### config.mk
export PLATFORM = sky130hd
export DESIGN_NAME = b2_sram_ctrl
export DESIGN_NICKNAME = d
export VERILOG_FILES = /design/src/rtl/b2_pkg.sv /design/src/rtl/b2_turnaround.sv /design/src/rtl/b2_wr_stage.sv /design/src/rtl/b2_rd_tracker.sv /design/src/rtl/b2_sram_ctrl.sv
export SDC_FILE = /design/constraint.sdc
export NUM_CORES = 1
export LEC_CHECK = 0
export ABC_CLOCK_PERIOD_IN_PS = 11500
export BUFFER_PORTS_ARGS = -buffer_cell sky130_fd_sc_hd__buf_2
export CORE_UTILIZATION = 40
export CTS_BUF_LIST = sky130_fd_sc_hd__clkbuf_8 sky130_fd_sc_hd__clkbuf_16
export DETAILED_ROUTE_END_ITERATION = 6
export PLACE_DENSITY_LB_ADDON = 0.08
export SLEW_MARGIN = 40
export SYNTH_ARGS = -nofsm -noshare
export SYNTH_HDL_FRONTEND = slang
export SYNTH_SLANG_ARGS = --single-unit
### constraint.sdc
create_clock -name clk -period 11.5 [get_ports clk]
set_input_delay 0.575 -clock clk [delete_from_list [all_inputs] [get_ports clk]]
set_output_delay 0.575 -clock clk [all_outputs]
set_load 0.05 [all_outputs]
### src/rtl/b2_pkg.sv
`timescale 1ns/1ps
package b2_pkg;

  // read latency in cycles for the selected clocking mode
  function automatic int rd_lat(input logic dll_off);
    return dll_off ? 1 : 2;
  endfunction

  // a read may issue once the last write is this many cycles back
  function automatic logic rd_gap_ok(input int since_wr, input logic dll_off);
    return since_wr >= (3 - rd_lat(dll_off));
  endfunction

  // a write may issue once the last read is this many cycles back
  function automatic logic wr_gap_ok(input int since_rd, input logic dll_off);
    return since_rd >= (rd_lat(dll_off) + 1);
  endfunction

  // the qualifier window of a read closes at this age
  function automatic logic window_over(input int age, input logic dll_off);
    return age >= (rd_lat(dll_off) + 2);
  endfunction

  function automatic int sat_step(input int v, input int cap);
    return (v >= cap) ? cap : v + 1;
  endfunction

endpackage

### src/rtl/b2_turnaround.sv
`timescale 1ns/1ps
module b2_turnaround #(
  parameter int GAP_CAP = 3
) (
  input  logic clk,
  input  logic rst_n,
  input  logic dll_off,
  input  logic rd_fire,
  input  logic wr_fire,
  output logic rd_ok,
  output logic wr_ok
);
  import b2_pkg::*;

  localparam int GW = $clog2(GAP_CAP + 1);

  logic [GW-1:0] since_rd_q;
  logic [GW-1:0] since_wr_q;

  always_ff @(posedge clk or negedge rst_n) begin
    if (!rst_n) begin
      since_rd_q <= GW'(GAP_CAP);
      since_wr_q <= GW'(GAP_CAP);
    end else begin
      since_rd_q <= rd_fire ? GW'(1) : GW'(sat_step(int'(since_rd_q), GAP_CAP));
      since_wr_q <= wr_fire ? GW'(1) : GW'(sat_step(int'(since_wr_q), GAP_CAP));
    end
  end

  assign rd_ok = rd_gap_ok(int'(since_wr_q), dll_off);
  assign wr_ok = wr_gap_ok(int'(since_rd_q), dll_off);

endmodule

### src/rtl/b2_wr_stage.sv
`timescale 1ns/1ps
module b2_wr_stage #(
  parameter int DW = 18
) (
  input  logic          clk,
  input  logic          rst_n,
  input  logic          fire,
  input  logic [DW-1:0] lo_in,
  input  logic [DW-1:0] hi_in,
  output logic          oe,
  output logic [DW-1:0] lo_out,
  output logic [DW-1:0] hi_out
);

  always_ff @(posedge clk or negedge rst_n) begin
    if (!rst_n) begin
      oe     <= 1'b0;
      lo_out <= '0;
      hi_out <= '0;
    end else begin
      oe     <= fire;
      lo_out <= fire ? lo_in : '0;
      hi_out <= fire ? hi_in : '0;
    end
  end

endmodule

### src/rtl/b2_rd_tracker.sv
`timescale 1ns/1ps
module b2_rd_tracker #(
  parameter int AW    = 20,
  parameter int DW    = 18,
  parameter int DEPTH = 4,
  parameter int TSW   = 4
) (
  input  logic          clk,
  input  logic          rst_n,
  input  logic          push,
  input  logic [AW-1:0] push_addr,
  input  logic          push_dll,
  input  logic          qvld,
  input  logic [DW-1:0] rd_lo,
  input  logic [DW-1:0] rd_hi,
  output logic          full,
  output logic          rsp_valid,
  output logic [AW-1:0] rsp_addr,
  output logic [DW-1:0] rsp_lo,
  output logic [DW-1:0] rsp_hi,
  output logic          err_timeout,
  output logic          capture,
  output logic          expire
);
  import b2_pkg::*;

  localparam int PW = (DEPTH > 1) ? $clog2(DEPTH) : 1;
  localparam int CW = $clog2(DEPTH + 1);

  logic [AW-1:0]  addr_m [DEPTH];
  logic           dll_m  [DEPTH];
  logic [TSW-1:0] ts_m   [DEPTH];
  logic [PW-1:0]  wr_ptr_q, rd_ptr_q;
  logic [CW-1:0]  cnt_q;
  logic [TSW-1:0] cyc_q;
  logic [TSW-1:0] head_age;
  logic           empty;
  logic           pop;

  function automatic logic [PW-1:0] bump(input logic [PW-1:0] p);
    return (p == PW'(DEPTH - 1)) ? '0 : p + PW'(1);
  endfunction

  assign empty    = (cnt_q == '0);
  assign full     = (cnt_q == CW'(DEPTH));
  assign head_age = cyc_q - ts_m[rd_ptr_q];
  assign expire   = !empty && window_over(int'(head_age), dll_m[rd_ptr_q]);
  assign capture  = !empty && !expire && qvld;
  assign pop      = expire || capture;

  always_ff @(posedge clk) begin
    if (push) begin
      addr_m[wr_ptr_q] <= push_addr;
      dll_m[wr_ptr_q]  <= push_dll;
      ts_m[wr_ptr_q]   <= cyc_q;
    end
  end

  always_ff @(posedge clk or negedge rst_n) begin
    if (!rst_n) begin
      wr_ptr_q <= '0;
      rd_ptr_q <= '0;
      cnt_q    <= '0;
      cyc_q    <= '0;
    end else begin
      cyc_q <= cyc_q + TSW'(1);
      if (push) wr_ptr_q <= bump(wr_ptr_q);
      if (pop)  rd_ptr_q <= bump(rd_ptr_q);
      case ({push, pop})
        2'b10:   cnt_q <= cnt_q + CW'(1);
        2'b01:   cnt_q <= cnt_q - CW'(1);
        default: cnt_q <= cnt_q;
      endcase
    end
  end

  always_ff @(posedge clk or negedge rst_n) begin
    if (!rst_n) begin
      rsp_valid   <= 1'b0;
      rsp_addr    <= '0;
      rsp_lo      <= '0;
      rsp_hi      <= '0;
      err_timeout <= 1'b0;
    end else begin
      rsp_valid <= capture;
      if (capture) begin
        rsp_addr <= addr_m[rd_ptr_q];
        rsp_lo   <= rd_lo;
        rsp_hi   <= rd_hi;
      end
      if (expire) err_timeout <= 1'b1;
    end
  end

endmodule

### src/rtl/b2_sram_ctrl.sv
`timescale 1ns/1ps
module b2_sram_ctrl #(
  parameter int AW       = 20,
  parameter int DW       = 18,
  parameter int RD_DEPTH = 4,
  parameter int TS_W     = 4
) (
  input  logic          clk,
  input  logic          rst_n,
  input  logic          dll_off,
  input  logic          req_valid,
  output logic          req_ready,
  input  logic          req_write,
  input  logic [AW-1:0] req_addr,
  input  logic [DW-1:0] req_wdata_lo,
  input  logic [DW-1:0] req_wdata_hi,
  output logic          mem_ld_n,
  output logic          mem_rw,
  output logic [AW-1:0] mem_addr,
  output logic          mem_wd_oe,
  output logic [DW-1:0] mem_wd_lo,
  output logic [DW-1:0] mem_wd_hi,
  input  logic          mem_qvld,
  input  logic [DW-1:0] mem_rd_lo,
  input  logic [DW-1:0] mem_rd_hi,
  output logic          rsp_valid,
  output logic [AW-1:0] rsp_addr,
  output logic [DW-1:0] rsp_rdata_lo,
  output logic [DW-1:0] rsp_rdata_hi,
  output logic          err_timeout
);

  // named internal events, also watched by the bound checker
  logic rd_ok, wr_ok, rd_full;
  logic rd_fire, wr_fire, any_fire;
  logic rd_capture, rd_expire;

  assign rd_fire   = req_valid && !req_write && rd_ok && !rd_full;
  assign wr_fire   = req_valid &&  req_write && wr_ok;
  assign any_fire  = rd_fire || wr_fire;
  assign req_ready = req_write ? wr_ok : (rd_ok && !rd_full);

  assign mem_ld_n = !any_fire;
  assign mem_rw   = !wr_fire;
  assign mem_addr = any_fire ? req_addr : '0;

  b2_turnaround #(.GAP_CAP(3)) u_turn (
    .clk     (clk),
    .rst_n   (rst_n),
    .dll_off (dll_off),
    .rd_fire (rd_fire),
    .wr_fire (wr_fire),
    .rd_ok   (rd_ok),
    .wr_ok   (wr_ok)
  );

  b2_wr_stage #(.DW(DW)) u_wr (
    .clk    (clk),
    .rst_n  (rst_n),
    .fire   (wr_fire),
    .lo_in  (req_wdata_lo),
    .hi_in  (req_wdata_hi),
    .oe     (mem_wd_oe),
    .lo_out (mem_wd_lo),
    .hi_out (mem_wd_hi)
  );

  b2_rd_tracker #(.AW(AW), .DW(DW), .DEPTH(RD_DEPTH), .TSW(TS_W)) u_rd (
    .clk         (clk),
    .rst_n       (rst_n),
    .push        (rd_fire),
    .push_addr   (req_addr),
    .push_dll    (dll_off),
    .qvld        (mem_qvld),
    .rd_lo       (mem_rd_lo),
    .rd_hi       (mem_rd_hi),
    .full        (rd_full),
    .rsp_valid   (rsp_valid),
    .rsp_addr    (rsp_addr),
    .rsp_lo      (rsp_rdata_lo),
    .rsp_hi      (rsp_rdata_hi),
    .err_timeout (err_timeout),
    .capture     (rd_capture),
    .expire      (rd_expire)
  );

endmodule

==> results.ini, run 1 <==
[run_status]
status=completed

[cts]
cts_setup_buffers=0
cts_tree=built
cts_resized=0
postCtsHoldBufs=0
cts-htree-levels=1
clk_latency_ps=500
clk_pin_slew_ps=60
cts.sinks=210
cts_buffer_depth=3
cts_root_buf=clkbuf_16
cts_buffers=23

[synthesis]
syn_nets=573
synthCells=457
synth_top_area_share_pct=36.49
avgSynthCellArea_um2=18.01
synth_area_leader_cell=edfxtp_1
synth.distinct_cells=36
synth_warnings=0
synth.area.top_cells=edfxtp_1, dfrtp_1, mux4_2
ys_ff_latch=210
syn_area_um2=8229
yosysSeqAreaShare_pct=70.00

[timing]
slew_viol_final=0
period_minus_slack_ps=4073
worstMarginPinSlew_ps=718.9
setup_viol=0
hold_viol_final=0
skew_ps=14.13
fmax_ghz=0.2455
fin_crit_sh_pct=35.42
fin_setup_tns_ps=0
rsz0062_at_grt=false
relSlewSlack_pct=51.97

[cells_and_area]
syn_to_final_growth_pct=25.94
drive_gt1_share_pct=51.08
diodes=0
nNetsFinal=795
multi_input_area_um2=2262
fill_cells=1733
final-seq-area_um2=5764

[worst_setup_path]
ff2ff_setup_slack_ps=7430
arrival_ps=4490
required_ps=11910
r2r-start=u_rd.rd_ptr_q[0]
cp-end-kind=register
timing.rr.end=u_rd.cnt_q[2]
critPathLaunchType=register
worstRegToRegCells=14
crit_type=register to register
crit_path_max_fanout=28

[global_routing]
grtUsageTotal_pct=16.70
globalRouteOverflowTotal=0
grt_max_degree=77
grt_pass1_vias=5035
antenna_found_initial=0
grt_first_pass_wirelength_um=27500

[die]
die-area_um2=21150
io_pins=216
core.rowCount=52
start_util_pct=40.80
core_um2=20170
die_y_um=145.4
die_w_um=145.4

[routing]
drt-vias-per-instance=4.822
drc_errors=0
drt_pass1_iterations=6
antenna_left=0
route.detailed.wl_per_inst_um=17.85
drt_iter0_markers=189
routed_wl_um=17230
vias=4653

[run]
maxCapViolCount=0

[pwr]
p_leak_nw=4.916
vdd_ir_drop_max_uv=128.7
p_total_w=0.003031
power.density_nw_per_um2=292.5

[place]
dp_hpwl_um=10930
portBuffers=215
gp_congestion=0.7787

[min_path]
hp-class=input pin to asynchronous set/reset pin

## where the power goes
group / total (W) / internal [W] / switching, W
Combinational: 0.00123 / 0.000473 / 0.000755
Clock: 0.000749 / 0.000468 / 0.000281
Sequential: 0.00105 / 0.000953 / 0.000101
## cells by family (layout without fill, tap and decap cells)
kind of cell	after synthesis	after routing	share of synthesized area (%)
flops	210	210	70.00
mux	86	86	16.50
simple gates	82	82	5.991
buf+inv	44	282	2.889
fa+ha+maj	18	18	2.919
compound gates	9	9	0.6691
xor+xnor	8	8	1.034
## critical path, stage by stage (launching register included)
cell	delay, ps
dfrtp_4	800
mux4_2	580
ha_1	200
inv_1	60
fa_1	410
ha_1	280
a21o_1	100
a21oi_1	120
a31oi_1	320
ha_1	260
inv_1	70
fa_1	370
xor2_1	150
nor2_1	110
xor2_1	150
## routing by layer
metal	share of wire [%]	wire (um)	track usage [%]
met1	43	7402	21.23
met2	50	8559	28.99
met3	5.5	939	3.386
met4	1.9	327	4.737
met5	0	0	0
## final cells by class
type                       count  area share, %
tap                          270          3.260
timing repair buffer         222          11.01
multi-input combinational    203          21.83
clock buffer                  29          6.350
sequential                   210          55.62
clock inverter                12          1.244
inverter                      19         0.6882
## synth_stat cells (all sizes together)
cell and instances:
nor2 8, dfrtp 106, mux2i 1, nand2 3, xor2 4, clkbuf 16
a31oi 1, fa 2, mux4 25, dfstp 4, nand4b 1, o21bai 1
nor3 1, mux2 60, inv 19, nand3b 1, or2 1, nand2b 2
and3 60, nand3 1, and2 2, a21o 1, a21oi 5, buf 9
ha 16, xnor2 4, a31o 1, or3 2, edfxtp 100
## metrics by stage
step | utilization, % | setup slack (ps) | cell area [um^2] | cells | hold slack (ps)
6_report | 51.38 | 7427 | 10360 | 965 | 32.26
3_5_place_dp | 47.48 | 7378 | 9577 | 924 | 464.3
3_3_place_gp | 47.34 | 7184 | 9549 | 924 | 447.9
5_1_grt | 51.38 | 7053 | 10360 | 965 | 60.09
2_1_floorplan | - | 7477 | 8229 | 457 | 279.4
4_1_cts | 51.38 | 7355 | 10360 | 965 | 43.90
## sequential cells by signal, summed over array words and instances (netlist names)
signal	flops
u_rd.cnt_q	3
u_rd.wr_ptr_q	2
u_rd.dll_m	4
u_rd.err_timeout	1
u_rd.rd_ptr_q	2
u_wr.oe	1
u_turn.since_rd_q	2
u_turn.since_wr_q	2
u_wr.hi_out	18
u_rd.ts_m	16
u_rd.rsp_valid	1
u_rd.addr_m	80
u_rd.rsp_lo	18
u_rd.rsp_hi	18
u_wr.lo_out	18
u_rd.rsp_addr	20
u_rd.cyc_q	4
## worst max path at each step
stage                      from       endpoint
2_1_floorplan  u_rd.rd_ptr_q[0]  u_rd.cnt_q[2]
4_1_cts        u_rd.rd_ptr_q[0]  u_rd.cnt_q[2]
5_1_grt        u_rd.rd_ptr_q[0]  u_rd.cnt_q[2]
3_3_place_gp   u_rd.rd_ptr_q[0]  u_rd.cnt_q[2]
6_report       u_rd.rd_ptr_q[0]  u_rd.cnt_q[2]
3_5_place_dp   u_rd.rd_ptr_q[0]  u_rd.cnt_q[2]
## layout by cell type (no fill, tap or decap), drive strengths merged, types with 3 or more instances in the layout
cell type | Yosys | routed
edfxtp | 100 | 100
a21oi | 5 | 5
xnor2 | 4 | 4
buf | 9 | 222
dfrtp | 106 | 106
xor2 | 4 | 4
ha | 16 | 16
dfstp | 4 | 4
inv | 19 | 24
nand2 | 3 | 3
bufinv | 0 | 3
clkbuf | 16 | 29
nor2 | 8 | 8
mux2 | 60 | 60
clkinv | 0 | 4
mux4 | 25 | 25
and3 | 60 | 60
Power figures use the tool's default switching activity.
==> inputs of run 2 (changes only) <==
ABC_CLOCK_PERIOD_IN_PS = 3600   (was 11500)
clock period = 3.6 ns   (was 11.5 ns; I/O delays follow)
==> run 2 against run 1 <==
Clock skew shrank 5.6 ps. Register-to-register slack worse by 7200 ps. Clock power rose to 3.4 times the previous value. Sequential cell count is the same. Combinational power grew to 3.4 times the previous value. Setup slack worse by 7200 ps. Hold slack gained 200 ps. Wire length up 4.1%. Sequential share of layout area is 5.2 points lower. Utilization is 5.2 points higher. Global-route usage increased by 0.63 points. Via count rose by 8.6%. Highest routed layer unchanged.
==> results.ini, run 2 (synthesis results as in run 1) <==
[die]
core.rowCount=52
io_pins=216
die_y_um=145.4
core_um2=20170
die-area_um2=21150
start_util_pct=40.80
die_w_um=145.4

[place]
gp_congestion=0.7515
placed_area_um2=9639
dp_hpwl_um=11030
portBuffers=215

[worst_setup_path]
worstRegToRegCells=14
critPathLaunchType=register
cp-end-kind=register
crit_type=register to register
required_ps=4010
arrival_ps=3830
crit_path_max_fanout=5

[run_status]
status=completed

[cells_and_area]
diodes=0
post-route-cell-area_um2=11420
reg_top3=u_rd.addr_m (80), u_rd.rsp_addr (20)
nNetsFinal=895
final_cell_mix=buf_2, dfrtp_1, edfxtp_1, dlygate4sd3_1, and3_1
syn_to_final_growth_pct=38.79
regMostFlops=u_rd.addr_m
largest_register_ffs=80
layout_commonest_cell=buf_2
drive_gt1_share_pct=45.66

[timing]
hold_viol_final=0
fmax_ghz=0.2924
setup_viol=0
rsz0062_at_grt=false
relSlewSlack_pct=54.43
skew_ps=8.497
worstMarginPinSlew_ps=683.5
slew_viol_final=0
fin_setup_tns_ps=0
whs_ps=233.2
period_minus_slack_ps=3420
fin_crit_sh_pct=94.99

[cts]
cts_root_buf=clkbuf_16
cts-htree-levels=1
cts.sinks=210
cts_tree=built
cts_buffers=23
clk_latency_ps=490
cts_resized=0
cts_setup_buffers=0
cts_buffer_depth=3
clk_pin_slew_ps=60

[routing]
antenna_left=0
vias=5052
drt_pass1_iterations=6
drt_iter0_markers=216
route.detailed.wl_per_inst_um=16.83
drt-vias-per-instance=4.744
routed_wl_um=17930
drc_errors=0

[min_path]
hp-class=input pin to register
hold_depth=2

[pwr]
power.density_nw_per_um2=878.2
vdd_ir_drop_max_uv=351.6
p_leak_nw=5.355

[global_routing]
grt_first_pass_wirelength_um=28560
grt_max_degree=69
grt_pass1_vias=5442
grtUsageTotal_pct=17.33
globalRouteOverflowTotal=0
antenna_found_initial=0

[run]
maxCapViolCount=0

-- run 2: changes by cell type in the layout (fill, tap and decap cells not counted), moves of 2 or more --
cell,before,now
clkinv_2,4,1
clkbuf_8,6,3
bufinv_16,3,6
a21oi_2,0,2
buf_4,7,11
dlygate4sd3_1,0,94
ha_1,16,14
buf_12,0,2
ha_2,0,2
-- run 2: final cells by class --
cell class	instances	area (um^2)
flip-flops and latches	210	5762
multi-input cells	203	2263
clock inverters	15	224.0
fillers	1628	8748
well taps	270	337.8
repair buffers	322	2146
clock buffers	26	616.8
inverters	19	71.32
-- run 2: stage by stage --
stage | setup WS (ps) | util [%] | instances | power [W]
2_1_floorplan | 7.534 | - | 457 | 0.006616
3_3_place_gp | 223.7 | 47.74 | 930 | 0.007416
3_5_place_dp | 146.9 | 47.79 | 930 | 0.007501
4_1_cts | 133.1 | 56.63 | 1065 | 0.01017
5_1_grt | 5.599 | 56.63 | 1065 | 0.01053
6_report | 180.4 | 56.63 | 1065 | 0.01003
-- run 2: critical path: stages, from the launching register on --
cell     delay, ps
dfrtp_2        420
mux4_2         510
ha_2           180
inv_1           60
fa_1           410
ha_1           280
a21o_1         120
a21oi_2         60
a31oi_1        190
ha_2           240
inv_1           50
fa_1           370
xor2_1         150
nor2_1         120
xor2_1         170
-- run 2: path summary, 6_finish.rpt --
path	startpoint	end	slack, ps
min in group asynchronous	rst_n	u_rd.rsp_lo[9]	290
max in group asynchronous	rst_n	u_turn.since_rd_q[0]	2560
hold / removal	req_valid	u_wr.lo_out[15]	230
setup / recovery	u_rd.rd_ptr_q[0]	u_rd.cnt_q[2]	180
setup reg to reg	u_rd.rd_ptr_q[0]	u_rd.cnt_q[2]	180
hold reg to reg	u_turn.since_rd_q[0]	u_turn.since_rd_q[1]	470
-- run 2: layer usage --
layer,track usage [%],up-vias,share of wire [%]
met5,0,-,0
met4,4.526,0,2.0
met3,3.417,29,5.4
met2,31.20,157,52
met1,21.28,2531,41
li1,-,2335,-
-- run 2: timing repair --
| item | CTS | global route |
|---|---|---|
| setup endpoints to repair | 0 | 0 |
| hold buffers | 94 | 0 |
| endpoints found under the hold margin | 223 | 0 |
-- run 2: power breakdown --
group	switching, W	internal, W	leakage, nW
Sequential	0.000241	0.00305	2.27
Combinational	0.00254	0.00166	2.66
Clock	0.000895	0.00165	0.426
Total	0.00367	0.00636	5.36
